`src/rtl/dcgrant_pkg.sv`:
```
package dcgrant_pkg;

  typedef enum logic [2:0] {
    ST_IDLE    = 3'd0,  // pass-through, not interested
    ST_DEFER   = 3'd1,  // round in progress, wait for drain
    ST_REQUEST = 3'd2,  // request raised, waiting for grant
    ST_OWN     = 3'd3,  // tenure
    ST_RELEASE = 3'd4   // one cycle hand-back
  } nodeState_e;

  typedef struct packed {
    logic reqOn;      // request-out value for next cycle
    logic ownOn;      // owner flag value for next cycle
    logic passGrant;  // copy gated grant to next slot
  } nodeStrobes_t;

endpackage

```
`src/rtl/dcgrant_ctrl.sv`:
```
module dcgrant_ctrl
  import dcgrant_pkg::*;
(
  input  logic         clk,
  input  logic         rstN,
  input  logic         wantBus,
  input  logic         reqIn,
  input  logic         grantIn,
  input  logic         doneStb,
  output nodeStrobes_t strobes
);

  nodeState_e stateQ, stateNext;
  logic       roundBusy;

  // A grant only counts while the request line is up.
  assign roundBusy = reqIn & grantIn;

  always_comb begin
    stateNext = stateQ;
    unique case (stateQ)
      ST_IDLE: begin
        if (wantBus) stateNext = roundBusy ? ST_DEFER : ST_REQUEST;
      end
      ST_DEFER: begin
        if (!wantBus)    stateNext = ST_IDLE;
        else if (!reqIn) stateNext = ST_REQUEST;
      end
      ST_REQUEST: begin
        if (!wantBus)       stateNext = ST_IDLE;
        else if (roundBusy) stateNext = ST_OWN;
      end
      ST_OWN: begin
        if (doneStb) stateNext = ST_RELEASE;
      end
      ST_RELEASE: stateNext = ST_IDLE;
      default:    stateNext = ST_IDLE;
    endcase
  end

  always_ff @(posedge clk) begin
    if (!rstN) stateQ <= ST_IDLE;
    else       stateQ <= stateNext;
  end

  // Strobes describe the outputs of the state being entered.
  always_comb begin
    strobes.reqOn     = (stateNext == ST_REQUEST) || (stateNext == ST_OWN);
    strobes.ownOn     = (stateNext == ST_OWN);
    strobes.passGrant = (stateNext == ST_IDLE) || (stateNext == ST_DEFER) ||
                        (stateNext == ST_RELEASE);
  end

endmodule

```
`src/rtl/dcgrant_dp.sv`:
```
module dcgrant_dp
  import dcgrant_pkg::*;
(
  input  logic         clk,
  input  logic         rstN,
  input  nodeStrobes_t strobes,
  input  logic         reqIn,
  input  logic         grantIn,
  output logic         reqOut,
  output logic         grantOut,
  output logic         ownerFlag
);

  logic reqQ, grantQ, ownQ;

  always_ff @(posedge clk) begin
    if (!rstN) begin
      reqQ   <= 1'b0;
      grantQ <= 1'b0;
      ownQ   <= 1'b0;
    end else begin
      reqQ   <= strobes.reqOn;
      ownQ   <= strobes.ownOn;
      grantQ <= strobes.passGrant & grantIn & reqIn;
    end
  end

  assign reqOut    = reqQ;
  assign grantOut  = grantQ;
  assign ownerFlag = ownQ;

endmodule

```
`src/rtl/dcgrant_node.sv`:
```
module dcgrant_node
  import dcgrant_pkg::*;
(
  input  logic clk,
  input  logic rstN,
  input  logic wantBus,
  input  logic reqIn,
  input  logic grantIn,
  input  logic doneStb,
  output logic reqOut,
  output logic grantOut,
  output logic ownerFlag
);

  nodeStrobes_t strobes;

  dcgrant_ctrl ctrl_i (
    .clk     (clk),
    .rstN    (rstN),
    .wantBus (wantBus),
    .reqIn   (reqIn),
    .grantIn (grantIn),
    .doneStb (doneStb),
    .strobes (strobes)
  );

  dcgrant_dp dp_i (
    .clk       (clk),
    .rstN      (rstN),
    .strobes   (strobes),
    .reqIn     (reqIn),
    .grantIn   (grantIn),
    .reqOut    (reqOut),
    .grantOut  (grantOut),
    .ownerFlag (ownerFlag)
  );

endmodule

```
`config.mk`:
```
export PLATFORM = sky130hd
export DESIGN_NAME = dcgrant_node
export DESIGN_NICKNAME = d
export VERILOG_FILES = /design/src/rtl/dcgrant_pkg.sv /design/src/rtl/dcgrant_ctrl.sv /design/src/rtl/dcgrant_dp.sv /design/src/rtl/dcgrant_node.sv
export SDC_FILE = /design/constraint.sdc
export NUM_CORES = 1
export LEC_CHECK = 0
export BUFFER_PORTS_ARGS = -buffer_cell sky130_fd_sc_hd__buf_2
export CORE_AREA = 2 2 39 41
export CTS_BUF_LIST = sky130_fd_sc_hd__clkbuf_2 sky130_fd_sc_hd__clkbuf_4 sky130_fd_sc_hd__clkbuf_8
export CTS_CLUSTER_DIAMETER = 30
export DETAILED_ROUTE_END_ITERATION = 7
export DIE_AREA = 0 0 41 43
export PLACE_DENSITY = 0.44
export SLEW_MARGIN = 30
export SYNTH_ARGS = -nofsm -noshare
export SYNTH_HDL_FRONTEND = slang
export SYNTH_SLANG_ARGS = --single-unit
export TNS_END_PERCENT = 50
```
`constraint.sdc`:
```
create_clock -name clk -period 1.7 [get_ports clk]
set_clock_uncertainty 0.2 [all_clocks]
set_input_delay 0.255 -clock clk [delete_from_list [all_inputs] [get_ports clk]]
set_output_delay 0.255 -clock clk [all_outputs]
set_load 0.02 [all_outputs]
```
=== After elaboration in Yosys (flattened, before gate mapping) ===
Index checks and enable logic that the tools add are counted.

* Equal/unequal tests: 7
* Multiplexer cells: 8
* Bitwise gates (word level): 3
* Reduce and logical (&&, ||, !) cells: 5

{| class="wikitable"
|+ Operators with widths
! operator !! number
|-
| $mux 3 || 6
|-
| $eq 3x2->1 const B || 4
|-
| $pmux 3 s4 || 1
|-
| $eq 3x1->1 const B || 2
|-
| $logic_not 3->1 || 2
|-
| $and 1x1->1 || 3
|-
| $eq 3x3->1 const B || 1
|-
| $logic_or 1x1->1 || 3
|-
| $mux 2 || 1
|}

* Register bits after elaboration: 6
* Bits of input ports: 6
* Output and inout port bits: 3
* Logic and storage cells: 27

=== Depth between registers and ports, before layout ===
* Depth in word-level cells: 9
* Depth in mapped cells: 3

=== Cells and area by module ===
Synthesis repeated with hierarchy kept, for this count alone.

* Cells, all modules: 28
* Area, all modules: 281.5 µm²

{| class="wikitable"
|+ By module, submodules not included
! module !! times used !! cells each !! area an instance (µm²) !! seq. area each (µm²)
|-
| dcgrant_ctrl || 1 || 22 || 197.7 || 60.1
|-
| dcgrant_dp || 1 || 6 || 83.8 || 60.1
|}

=== Worst setup path before layout ===
No wires, ideal clock.

* Path type: register -> register
* Start: reg ctrl_i.stateQ[1]
* End: reg dp_i.ownQ, in the netlist dp_i.ownerFlag
* Library setup time: 0.126 ns
* Data arrival time: 0.792 ns
* Required time: 1.374 ns
* Setup slack: 0.581 ns
* Cell stages (with the launch flop): 4
* Path buffers: 0
* Path through: dfxtp_1 > and2b_1 > o211ai_2 > a22oi_2

* Word-level cells in the longest chain between the ends: 4
* Elaborated cells between the ends (all ways): 12
* Classes of those cells: eq/ne: 4; mux: 7; reduce/logical: 1

{| class="wikitable"
|+ Ends and longest elaborated chain
! element !! line !! source
|-
| from (decl) || dcgrant_ctrl.sv:13 || <nowiki>nodeState_e stateQ, stateNext;</nowiki>
|-
| from (signal assigned) || dcgrant_ctrl.sv:43 || <nowiki>else stateQ <= stateNext;</nowiki>
|-
| $mux 3 (on tied branches) || dcgrant_ctrl.sv:31, dcgrant_ctrl.sv:27 ||
|-
| $mux 3 (on tied branches) || dcgrant_ctrl.sv:30, dcgrant_ctrl.sv:26 ||
|-
| $pmux 3 s4 (*) || dcgrant_ctrl.sv:21 || <nowiki>unique case (stateQ)</nowiki>
|-
| $eq 3x2->1 (*) || dcgrant_ctrl.sv:49 || <nowiki>strobes.ownOn = (stateNext == ST_OWN);</nowiki>
|-
| to (signal assigned) || dcgrant_dp.sv:23 || <nowiki>ownQ <= strobes.ownOn;</nowiki>
|-
| to (decl) || dcgrant_dp.sv:14 || <nowiki>logic reqQ, grantQ, ownQ;</nowiki>
|}

Mark *: on every way between the ends. The rest lies on a longest branch, timed or not.
A chain may end at the register's enable or synchronous reset.

=== Final worst setup path ===
Ends and elaborated chain as after synthesis.

==> impl_metrics.ini <==
[outcome]
run_status = finished clean

[floorplanning]
coreArea_um2 = 1380
die_w_um = 41
dieArea_um2 = 1760
fp.dieH_um = 43
std_cell_rows = 14
pin_count = 9
initial_utilization = 0.202

[synthesis]
synth-edff-count = 0
synth-seq-cells = 6
synthTopCellsByCount = dfxtp_1 (6), nand2_1 (3), and3_1 (2)
yosysMostFrequentCell = dfxtp_1
avgSynthCellArea_um2 = 11.2
synthCells = 25
ys_types = 17
ys_seq_area_frac = 0.430
synth_ff_type = dfxtp_1
synthArstFlopShare = 0
synth_fp_nets = 31
synthTopCellsByArea = dfxtp_1 (43%), nor3b_4 (6.7%), a22oi_2 (4.5%)
yosys.area.top_type = dfxtp_1
synth_top_area_frac = 0.430
netlist_area_um2 = 279
yosys_warnings = 0

[critical_path]
path_buf_inv = 0
crit_arrival_ns = 1.11
crit_slowest_cell = dfxtp_1
r2r-start = ctrl_i.stateQ[1]
crit_chain = and2b_1, o211ai_2, a22oi_2
critPathKind = reg2reg
critical_path.max_fanout = 5
critPathLaunchType = flip-flop
crit_start = ctrl_i.stateQ[1]
cp_slowest_stage_delay_ns = 0.34
cpLargestDelayFamily = flip-flops
end_kind = flip-flop
cp.required_ns = 1.62

[cts]
numCtsBuffers = 3
max-clock-path-buffers = 2
cts.htree.levels = 1
post_cts_buffers = 0
cts_tree = built
holdBufCountCts = 0
worstSkewPairLatency_ns = 0.23
clk_pin_slew_ns = 0.04
post_cts_resize_count = 0
numClockSinks = 6
cts_root_buf = clkbuf_4

[power]
p_seq_frac = 0.479
vdd_drop_max_mv = 0.219
combPwrFrac = 0.122
clockPowerShare = 0.399
switching_share = 0.220
intPower_mw = 0.244
total_power_mw = 0.313
power_switching_mw = 0.0687
power_density_nw_per_um2 = 864
p_leak_nw = 0.172

[detailed_routing]
drt-pass1-iter-count = 2
met2_length_um = 263
routedWlPerCell_um = 10.5
routed_wl_um = 546
met1_length_um = 246
dr_wl_met3_um = 36
num_vias = 235
drt_iter0_drc = 2
top_layer_used = met3
ant_nets = 0
drc_errors = 0
via_per_inst = 4.52

[job]
max_cap_violations = 0

[grt]
grt_max_degree = 6
track_usage = 0.0833
grt.overflow.total = 0
first_global_vias = 225
grt_pass1_wl_um = 945
grt_antenna_before_repair = 0

[placement]
place_hpwl_um = 459
pre_cts_slack_ns = 0.479
place_congestion = 0.800
io_buffers = 8

[final_layout]
antennaDiodeCount = 0
drive_gt1_frac = 0.528
area_growth_pct = 29.6
fin_util = 0.261
nets = 44
nFillCells = 160

[timing]
setup_viol = 0
tightest_slew_ns = 0.208
rsz0062_at_grt = false
finalHoldViolations = 0
slew_viol_final = 0
setup_slack_ns = 0.507
finalSetupTns_ns = 0
fin_crit_sh = 0.702
max_slew_margin = 0.861
fin_crit_ns = 1.19
fmaxAchievable_mhz = 838

[hold_path]
hp-start = doneStb
hold_class = in2reg
-- stage by stage --
stage / cell area, um2 / instances / hold WS [ns]
2_1_floorplan: 279 / 25 / 0.208
3_3_place_gp: 339 / 49 / 0.342
3_5_place_dp: 339 / 49 / 0.343
4_1_cts: 362 / 52 / 0.117
5_1_grt: 362 / 52 / 0.122
6_report: 362 / 52 / 0.117
-- flip-flops by register name, indices dropped and copies added (netlist names) --
name / cells
dp_i.ownerFlag: 1
dp_i.reqOut: 1
dp_i.grantOut: 1
ctrl_i.stateQ: 3
-- power groups by stage --
| stage | logic, mW | registers, mW | clock network (mW) |
|---|---|---|---|
| after global routing | 0.0418 | 0.151 | 0.137 |
| final | 0.0381 | 0.150 | 0.125 |
| after floorplan | 0.0196 | 0.156 | 0 |
| after CTS | 0.0382 | 0.150 | 0.131 |
| after global placement | 0.0373 | 0.152 | 0 |
| after detailed placement | 0.0381 | 0.152 | 0 |
-- routing by layer --
metal | vias up | GRT usage
met5 | - | 0
met4 | 0 | 0.0800
met3 | 0 | 0.0209
met2 | 7 | 0.109
met1 | 111 | 0.103
li1 | 117 | -
-- placed cells by master (no fill, tap or decap) --
cell type	count
buf_2	8
nor3b_4	1
nand2_1	3
o21ai_0	1
o21ai_2	1
and2b_2	1
a22oi_2	1
and4_1	1
nand3b_1	1
and3_1	2
o211ai_2	1
nor3b_2	1
clkbuf_4	3
a21boi_1	1
dfxtp_1	6
nand3_2	1
nand3_1	1
and3b_2	1
and2b_1	1
-- cell families after synthesis --
logic type,share of synthesized area
and+or+nand+nor,0.404
AOI/OAI and AO/OA,0.166
DFF,0.431
-- layout make-up --
type	instances	area [um2]	area share
Multi-Input combinational cell	19	159	0.439
Sequential cell	6	120	0.332
Timing Repair Buffer	8	40.0	0.111
Clock buffer	3	22.5	0.0623
Tap cell	16	20.0	0.0554
-- path summary, 6_finish.rpt --
| kind | cells after the start | slack, ns | to |
|---|---|---|---|
| min reg2reg | 1 | 0.35 | ctrl_i.stateQ[2] |
| max | 3 | 0.51 | dp_i.ownerFlag |
| min | 2 | 0.12 | ctrl_i.stateQ[2] |
| max reg2reg | 3 | 0.51 | dp_i.ownerFlag |
Note: power is estimated with default switching activity, not from simulation.
